$ cat src/rtl/async_tx_pkg.sv
package async_tx_pkg;

    typedef enum logic [1:0] {
        CMD_NOP     = 2'b00,
        CMD_ENABLE  = 2'b01,
        CMD_DISABLE = 2'b10,
        CMD_RESET   = 2'b11
    } cmd_e;

    typedef enum logic [1:0] {
        CTL_OFF   = 2'd0,
        CTL_RUN   = 2'd1,
        CTL_DRAIN = 2'd2
    } ctl_e;

    typedef enum logic [1:0] {
        SH_IDLE  = 2'd0,
        SH_START = 2'd1,
        SH_DATA  = 2'd2,
        SH_STOP  = 2'd3
    } sh_e;

endpackage

$ cat src/rtl/async_tx_fifo.sv
module async_tx_fifo #(
    parameter int DEPTH = 256,
    parameter int WIDTH = 8,
    localparam int AW = (DEPTH > 1) ? $clog2(DEPTH) : 1,
    localparam int CW = $clog2(DEPTH + 1)
) (
    input  logic             clk,
    input  logic             rst_n,
    input  logic             flush,
    input  logic             push,
    input  logic [WIDTH-1:0] din,
    input  logic             pop,
    output logic [WIDTH-1:0] dout,
    output logic [CW-1:0]    count,
    output logic             empty,
    output logic             full
);

    logic [WIDTH-1:0] mem [DEPTH];
    logic [AW-1:0]    wr_ptr, rd_ptr;
    logic             push_ok, pop_ok;

    assign empty   = (count == '0);
    assign full    = (count == CW'(DEPTH));
    assign push_ok = push && !full;
    assign pop_ok  = pop && !empty;
    assign dout    = mem[rd_ptr];

    function automatic logic [AW-1:0] bump(input logic [AW-1:0] p);
        return (p == AW'(DEPTH - 1)) ? '0 : p + 1'b1;
    endfunction

    always_ff @(posedge clk) begin
        if (push_ok && !flush) begin
            mem[wr_ptr] <= din;
        end
    end

    always_ff @(posedge clk) begin
        if (!rst_n || flush) begin
            wr_ptr <= '0;
            rd_ptr <= '0;
            count  <= '0;
        end else begin
            if (push_ok) wr_ptr <= bump(wr_ptr);
            if (pop_ok)  rd_ptr <= bump(rd_ptr);
            unique case ({push_ok, pop_ok})
                2'b10:   count <= count + 1'b1;
                2'b01:   count <= count - 1'b1;
                default: count <= count;
            endcase
        end
    end

endmodule

$ cat src/rtl/async_tx_shifter.sv
module async_tx_shifter
    import async_tx_pkg::*;
#(
    parameter int WIDTH = 8,
    localparam int BW = (WIDTH > 1) ? $clog2(WIDTH) : 1
) (
    input  logic             clk,
    input  logic             rst_n,
    input  logic             abort,
    input  logic             baud_tick,
    input  logic             avail,
    input  logic [WIDTH-1:0] din,
    output logic             pop,
    output logic             txd,
    output logic             idle
);

    sh_e              sh_q, sh_n;
    logic [BW-1:0]    bit_q, bit_n;
    logic [WIDTH-1:0] shr_q, shr_n;
    logic             line_q, line_n;

    // next-state logic
    always_comb begin
        sh_n   = sh_q;
        bit_n  = bit_q;
        shr_n  = shr_q;
        line_n = line_q;
        pop    = 1'b0;
        if (abort) begin
            sh_n   = SH_IDLE;
            line_n = 1'b1;
        end else if (baud_tick) begin
            unique case (sh_q)
                SH_IDLE: begin
                    if (avail) begin
                        sh_n   = SH_START;
                        shr_n  = din;
                        line_n = 1'b0;
                        pop    = 1'b1;
                    end
                end
                SH_START: begin
                    sh_n   = SH_DATA;
                    bit_n  = '0;
                    line_n = shr_q[0];
                end
                SH_DATA: begin
                    if (bit_q == BW'(WIDTH - 1)) begin
                        sh_n   = SH_STOP;
                        line_n = 1'b1;
                    end else begin
                        shr_n  = shr_q >> 1;
                        line_n = shr_q[1];
                        bit_n  = bit_q + 1'b1;
                    end
                end
                SH_STOP: begin
                    if (avail) begin
                        sh_n   = SH_START;
                        shr_n  = din;
                        line_n = 1'b0;
                        pop    = 1'b1;
                    end else begin
                        sh_n   = SH_IDLE;
                    end
                end
            endcase
        end
    end

    // state register
    always_ff @(posedge clk) begin
        if (!rst_n) begin
            sh_q   <= SH_IDLE;
            bit_q  <= '0;
            shr_q  <= '0;
            line_q <= 1'b1;
        end else begin
            sh_q   <= sh_n;
            bit_q  <= bit_n;
            shr_q  <= shr_n;
            line_q <= line_n;
        end
    end

    // outputs
    always_comb begin
        txd  = line_q;
        idle = (sh_q == SH_IDLE);
    end

endmodule

$ cat src/rtl/async_tx_engine.sv
module async_tx_engine
    import async_tx_pkg::*;
#(
    parameter int DEPTH = 256,
    localparam int WIDTH = 8,
    localparam int CW = $clog2(DEPTH + 1)
) (
    input  logic             clk,
    input  logic             rst_n,
    input  logic             wr_en,
    input  logic [WIDTH-1:0] wr_data,
    input  logic             cmd_valid,
    input  logic [1:0]       cmd_code,
    input  logic             baud_tick,
    output logic             txd,
    output logic             tx_ready,
    output logic             tx_idle
);

    ctl_e             ctl_q, ctl_n;
    logic             do_en, do_dis, do_rst;
    logic             q_push, q_pop, q_empty, q_full, sh_idle, sh_avail;
    logic [WIDTH-1:0] q_dout;
    logic [CW-1:0]    q_count;

    always_comb begin
        do_en  = cmd_valid && (cmd_e'(cmd_code) == CMD_ENABLE);
        do_dis = cmd_valid && (cmd_e'(cmd_code) == CMD_DISABLE);
        do_rst = cmd_valid && (cmd_e'(cmd_code) == CMD_RESET);
    end

    // control next state
    always_comb begin
        ctl_n = ctl_q;
        if (do_rst) begin
            ctl_n = CTL_OFF;
        end else begin
            unique case (ctl_q)
                CTL_OFF:   if (do_en) ctl_n = CTL_RUN;
                CTL_RUN:   if (do_dis) ctl_n = CTL_DRAIN;
                CTL_DRAIN: begin
                    if (do_en)                   ctl_n = CTL_RUN;
                    else if (q_empty && sh_idle) ctl_n = CTL_OFF;
                end
                default:   ctl_n = CTL_OFF;
            endcase
        end
    end

    // control state register
    always_ff @(posedge clk) begin
        if (!rst_n) ctl_q <= CTL_OFF;
        else        ctl_q <= ctl_n;
    end

    // outputs and datapath steering
    always_comb begin
        q_push   = wr_en && (ctl_q == CTL_RUN);
        sh_avail = !q_empty && (ctl_q != CTL_OFF);
        tx_ready = (ctl_q == CTL_RUN) && !q_full;
        tx_idle  = (ctl_q == CTL_RUN) && q_empty && sh_idle;
    end

    async_tx_fifo #(.DEPTH(DEPTH), .WIDTH(WIDTH)) u_fifo (
        .clk   (clk),
        .rst_n (rst_n),
        .flush (do_rst),
        .push  (q_push),
        .din   (wr_data),
        .pop   (q_pop),
        .dout  (q_dout),
        .count (q_count),
        .empty (q_empty),
        .full  (q_full)
    );

    async_tx_shifter #(.WIDTH(WIDTH)) u_shift (
        .clk       (clk),
        .rst_n     (rst_n),
        .abort     (do_rst),
        .baud_tick (baud_tick),
        .avail     (sh_avail),
        .din       (q_dout),
        .pop       (q_pop),
        .txd       (txd),
        .idle      (sh_idle)
    );

endmodule

$ cat config.mk
export PLATFORM = sky130hd
export DESIGN_NAME = async_tx_engine
export DESIGN_NICKNAME = d
export VERILOG_FILES = /design/src/rtl/async_tx_pkg.sv /design/src/rtl/async_tx_fifo.sv /design/src/rtl/async_tx_shifter.sv /design/src/rtl/async_tx_engine.sv
export SDC_FILE = /design/constraint.sdc
export NUM_CORES = 2
export LEC_CHECK = 0
export CORE_UTILIZATION = 65
export CTS_BUF_LIST = sky130_fd_sc_hd__clkbuf_8
export DETAILED_ROUTE_END_ITERATION = 10
export PLACE_DENSITY = 0.81
export SLEW_MARGIN = 20
export SYNTH_ARGS = -nofsm -noshare
export SYNTH_HDL_FRONTEND = slang
export SYNTH_SLANG_ARGS = --single-unit
$ cat constraint.sdc
create_clock -name clk -period 7 [get_ports clk]
set_input_delay 0.7 -clock clk [delete_from_list [all_inputs] [get_ports clk]]
set_output_delay 0.7 -clock clk [all_outputs]
set_load 0.01 [all_outputs]
After elaboration in Yosys (flattened, before gate mapping)
Memory sizes are Yosys's and may differ from the RTL's. A register that Yosys moved wholly into a read port is not among the register bits.
Index checks and enable logic that the tools add are counted.

cells by class
  $add $sub $neg = 5
  equal/unequal tests = 21
  muxes and demuxes = 28
  bitwise gates (word level) = 2
  reduce and logical (&&, ||, !) cells = 31

operators by type and width
  cell                                                                     count
  8-bit 2-to-1 mux                                                         6
  9-bit case mux with 2 select lines                                       1
  8-bit by 1-bit adder with 8-bit output, second input constant            2
  8-bit == test, second input constant                                     2
  8-bit case mux with 2 select lines                                       1
  2-bit == test, second input constant                                     6
  1-bit logical AND                                                        12
  2-bit 2-to-1 mux                                                         6
  9-bit by 1-bit adder with 9-bit output, second input constant            1
  9-bit == test, second input constant                                     1
  9-bit zero test                                                          1
  1-bit 2-to-1 mux                                                         9
  9-bit by 1-bit subtractor with 9-bit output, second input constant       1
  2-bit by 1-bit == test with 1-bit output, second input constant          4
  2-bit case mux with 4 select lines                                       1
  2-bit nonzero test                                                       4
  2-bit by 1-bit inequality test with 1-bit output, second input constant  3
  2-bit inequality test, second input constant                             3
  2-bit case mux with 3 select lines                                       1
  3-bit case mux with 2 select lines                                       1
  3-bit AND reduction                                                      2
  5-bit AND reduction                                                      1
  1-bit zero test                                                          4
  2-bit zero test                                                          2
  10 further kinds                                                         12

storage, ports and cells
  register bits after elaboration = 41
  bits in writable memories = 2048
  input bits = 15
  output and inout port bits = 3
  memories = 1

memories
  name        depth  bits a word  read ports  clocked after memory_dff  wr ports  RTL line             RTL
  u_fifo.mem  256    8            1           1                         1         async_tx_fifo.sv:19  logic [WIDTH-1:0] mem [DEPTH];

Depth between registers and ports, before layout
  word-level depth = 10
  mapped depth = 16
  depth with buffers taken out = 14

Cells and area by module
A second synthesis with hierarchy kept.

second synthesis, totals
  cell total of the unflattened synthesis = 3921
  area, all modules = 81503.2 µm²

modules (own cells, without submodules)
  module            instances  cells each  area each (µm²)
  async_tx_fifo     1          3810        80512.2
  async_tx_shifter  1          92          854.6
  async_tx_engine   1          19          136.4

Worst setup path after synthesis
OpenSTA, ideal clock, no wires.

  path type = reg-to-reg
  from = register u_shift.sh_q[0]
  to = register u_fifo.count[6]
  arrival = 3762 ps
  required time = 6930 ps
  path slack = 3168 ps
  cell stages (with the launch flop) = 16
  buffers on the path = 2
  period minus slack after synthesis = 3832 ps
  cells stage by stage = dfxtp_1 > inv_1 > ha_1 > clkbuf_1 > nor3_2 > ha_1 > buf_1 > xor2_1 > ha_1 > a21o_1 > a32oi_1 > o21ai_0 > a311oi_1 > xnor2_1 > or3_1 > a21oi_1

on the way
  word-level cells in the longest chain between the ends = 8
  elaborated cells between the ends (all ways) = 11

ends and longest elaborated chain
  item                                                                       RTL line                RTL
  start, declared                                                            async_tx_shifter.sv:18  sh_e sh_q, sh_n;
  start signal, assigned                                                     async_tx_shifter.sv:80  sh_q <= sh_n;
  2-bit == test or 2-bit zero test (tied branches)                           async_tx_shifter.sv:34  unique case (sh_q)
  2-bit OR reduction (no source line) (*)                                    -
  1-bit 2-to-1 mux (*)                                                       -
  1-bit 2-to-1 mux (*)                                                       async_tx_shifter.sv:33  end else if (baud_tick) begin
  1-bit 2-to-1 mux (*)                                                       async_tx_shifter.sv:30  if (abort) begin
  1-bit logical AND (*)                                                      async_tx_fifo.sv:26     assign pop_ok = pop && !empty;
  2-bit by 1-bit == test with 1-bit output or 2-bit == test (tied branches)  async_tx_fifo.sv:47     unique case ({push_ok, pop_ok})
  9-bit case mux with 2 select lines or 2-bit nonzero test (tied branches)   -
  end signal, assigned                                                       async_tx_fifo.sv:48     2'b10: count <= count + 1'b1;
  end signal, assigned                                                       async_tx_fifo.sv:49     2'b01: count <= count - 1'b1;
  end signal, assigned                                                       async_tx_fifo.sv:50     default: count <= count;
  end, declared                                                              async_tx_fifo.sv:14     output logic [CW-1:0] count,

Every way passes the cells marked *; elsewhere a longest branch is shown, timed or not.
A chain may end at the register's enable or synchronous reset.

Final worst setup path
Same ends and word-level chain as after synthesis.

==> insert_results.sql <==
INSERT INTO impl_metrics (metric_group, metric, value, unit) VALUES
('route', 'detail_route.drc_violations', '0', ''),
('floorplanning', 'die_height', '358.3', 'um'),
('floorplanning', 'cell_rows', '130', ''),
('hold_path', 'worst_hold_startpoint', 'wr_data[0]', ''),
('synth', 'synth_enable_flop_cells', '2048', ''),
('floorplanning', 'io_pins', '18', ''),
('critical_path', 'arrival', '5.28', 'ns'),
('clock_tree', 'clk_latency', '1.05', 'ns'),
('critical_path', 'worst-setup-path-type', 'register to register', ''),
('synth', 'dominantRegCellSynth', 'edfxtp_1', ''),
('place', 'pre_cts_slack', '2.241', 'ns'),
('clock_tree', 'cts.sinks', '2097', ''),
('run_status', 'run_status', 'finished, final reports clean', ''),
('place', 'buffer_ports.inserted', '17', ''),
('clock_tree', 'cts.path.max_buffers', '4', ''),
('finish', 'most_common_cell_after_layout_fill_and_taps_aside', 'edfxtp_1', ''),
('critical_path', 'path_delay_family', 'adder cells', ''),
('timing', 'finalHoldViolations', '0', ''),
('critical_path', 'cp_max_fo', '17', ''),
('finish', 'n_fill_cell', '6893', ''),
('floorplanning', 'initial_utilization', '65.64', '%'),
('timing', 'maxSlewHeadroom', '13.15', '%'),
('critical_path', 'cp_slowest_cell', 'ha_1', ''),
('synth', 'syn_nets', '4073', ''),
('route', 'route.antenna.remaining_nets', '0', ''),
('timing', 'timing_worst_slew_pin_value', '1.299', 'ns'),
('clock_tree', 'cts_made_buffers', '334', ''),
('clock_tree', 'post_cts_resized', '0', ''),
('timing', 'setup_violations', '0', ''),
('synth', 'post_synth_instance_area', '82530', 'um2'),
('synth', 'synth_seq_cells', '2097', ''),
('grt', 'grt_remaining_overflow', '0', ''),
('clock_tree', 'post_cts.repair.setup_buffers', '0', ''),
('critical_path', 'regToRegStartpoint', 'u_shift.sh_q[0]$_SDFFE_PP0P_', ''),
('timing', 'fin_crit', '4.330', 'ns'),
('synth', 'syn-mean-instance-area', '20.41', 'um2'),
('place', 'post-dp-hpwl', '121.3', 'mm'),
('critical_path', 'endpoint_kind', 'register', ''),
('grt', 'grt_first_pass_wirelength', '292.7', 'mm'),
('timing', 'timing.final.crit_share', '61.86', '%'),
('synth', 'synth_seq_area_share', '75.71', '%'),
('place', 'finalWeightedCongestion', '0.9396', ''),
('clock_tree', 'cts-root-buf', 'clkbuf_8', ''),
('critical_path', 'cpPeakStageDelay', '0.70', 'ns'),
('timing', 'final_max_slew_viol_count', '0', ''),
('floorplanning', 'die-area', '128400', 'um2'),
('route', 'initialDrtViolationCount', '6812', ''),
('synth', 'syn_inst', '4043', ''),
('finish', 'layout.cells.most_common_list', 'edfxtp_1, mux4_2, clkbuf_8', ''),
('synth', 'ys_async_sr_fraction', '0', '%'),
('timing', 'setup-tns-final', '0', 'ns'),
('synth', 'netlist-cell-type-count', '75', ''),
('critical_path', 'bufs_and_invs_on_worst_path', '1', ''),
('critical_path', 'path_cells', 'inv_1 > ha_1 > nor3_2 > ha_1 > xor2_1 > ha_1 > a21o_1 > a32oi_1 > o21ai_0 > a311oi_1 > xnor2_1 > or3_1 > a21oi_1', ''),
('floorplanning', 'die_w', '358.3', 'um'),
('synth', 'yosysWarningCount', '0', ''),
('clock_tree', 'worst_setup_hold_path_clk_slew', '0.06', 'ns'),
('route', 'vias', '43227', ''),
('power_and_ir_drop', 'leak', '27.33', 'nW'),
('job', 'max_cap_viol_count', '0', ''),
('timing', 'maximum_clock_frequency', '230.9', 'MHz'),
('place', 'placed_area', '84170', 'um2'),
('critical_path', 'startpoint', 'u_shift.sh_q[0]$_SDFFE_PP0P_', ''),
('power_and_ir_drop', 'power.ir.vdd_worst', '0.2705', 'mV'),
('route', 'firstDrtPassIters', '9', ''),
('finish', 'syn2layout_area_growth', '9.096', '%'),
('clock_tree', 'hold_buffers', '0', ''),
('critical_path', 'cpMostUsedCell', 'ha_1', ''),
('grt', 'track_usage', '32.49', '%'),
('finish', 'layout.nets', '4265', ''),
('grt', 'number_of_antenna_violations_at_the_first_check_in_global_routing', '10', '');
## final cells by class
type,instances,area (um2),share of cell area [%]
sequential,2097,62500,69.41
multi-input combinational,1692,18590,20.65
clock buffer,346,4762,5.289
tap,1650,2064,2.293
clock inverter,225,1094,1.215
timing repair buffer,94,953.4,1.059
inverter,16,62.56,0.06948
antenna,3,7.507,0.008338
## Yosys cell counts, types with 13 or more instances
library cell | number | area [um2]
a31oi_1 | 26 | 162.7
o21ai_0 | 47 | 235.2
nor2_1 | 349 | 1310
buf_1 | 13 | 48.80
nand4_1 | 15 | 93.84
nor3_1 | 31 | 155.2
clkbuf_1 | 92 | 345.3
o22ai_1 | 34 | 212.7
mux2_2 | 18 | 202.7
nand3_1 | 49 | 245.2
mux4_2 | 510 | 11490
edfxtp_1 | 2048 | 61500
nor2b_1 | 32 | 200.2
a22oi_1 | 18 | 135.1
nand2_1 | 144 | 540.5
ha_1 | 15 | 187.7
dfxtp_1 | 49 | 980.9
mux2i_1 | 121 | 1211
buf_2 | 65 | 325.3
buf_4 | 32 | 240.2
nand2b_1 | 13 | 81.33
a21oi_1 | 55 | 275.3
a211oi_1 | 20 | 150.1
buf_6 | 27 | 304.0
o221ai_1 | 16 | 140.1
## flip-flops by register name (all words and copies together), names as in the netlist, named ones only
signal         flops
u_shift.shr_q      8
u_shift.sh_q       2
u_shift.bit_q      3
u_fifo.mem      2048
ctl_q              2
u_fifo.wr_ptr      8
u_fifo.rd_ptr      8
u_fifo.count       9
u_shift.txd        1
## metrics by stage
stage | hold slack [ns] | power (mW) | instances | util (%)
2_1_floorplan | 0.4263 | 14.07 | 4043 | -
5_1_grt | 0.2543 | 24.06 | 6121 | 71.61
6_report | 0.2422 | 23.48 | 6123 | 71.61
3_5_place_dp | 0.4578 | 14.30 | 5549 | 66.95
3_3_place_gp | 0.4390 | 14.29 | 5549 | 66.95
4_1_cts | 0.2081 | 23.52 | 6120 | 71.60
## power breakdown
part	switching, mW	leakage [nW]	internal, mW
Sequential	0.00153	18.8	13.8
Combinational	0.238	5.18	0.0299
Clock	4.62	3.35	4.81
## path summary, 6_finish.rpt
check	endpoint	slack (ns)	depth (start not counted)
setup / recovery	u_fifo.count[6]$_SDFFE_PP0P_	2.67	13
hold / removal	u_fifo.mem[125][0]$_DFFE_PP_	0.24	1
hold reg to reg	u_shift.shr_q[7]$_SDFFE_PN0P_	0.47	2
setup reg to reg	u_fifo.count[6]$_SDFFE_PP0P_	2.67	13
## routing by layer
| layer | wire (um) | global-route usage [%] | up-vias | part of all wire (%) |
|---|---|---|---|---|
| met4 | 10250 | 15.41 | 18 | 5.0 |
| met3 | 28700 | 9.964 | 588 | 14 |
| li1 | - | - | 17132 | - |
| met2 | 93790 | 47.92 | 3647 | 46 |
| met1 | 71360 | 45.15 | 21842 | 35 |
| met5 | 123 | 0 | - | 0.060 |
## cell families (layout without fill, tap and decap cells)
family | after synthesis | count (layout) | synth area share (%)
AND/OR/NAND/NOR | 701 | 701 | 3.751
buffers and inverters | 254 | 681 | 1.780
flip-flops | 2097 | 2097 | 75.71
XOR/XNOR | 16 | 16 | 0.1698
AO/OA/AOI/OAI | 305 | 305 | 2.544
adder cells (fa/ha/maj) | 15 | 15 | 0.2274
other | 0 | 3 | 0
multiplexers | 655 | 655 | 15.82
No activity file was read; power rests on OpenSTA's default activity.
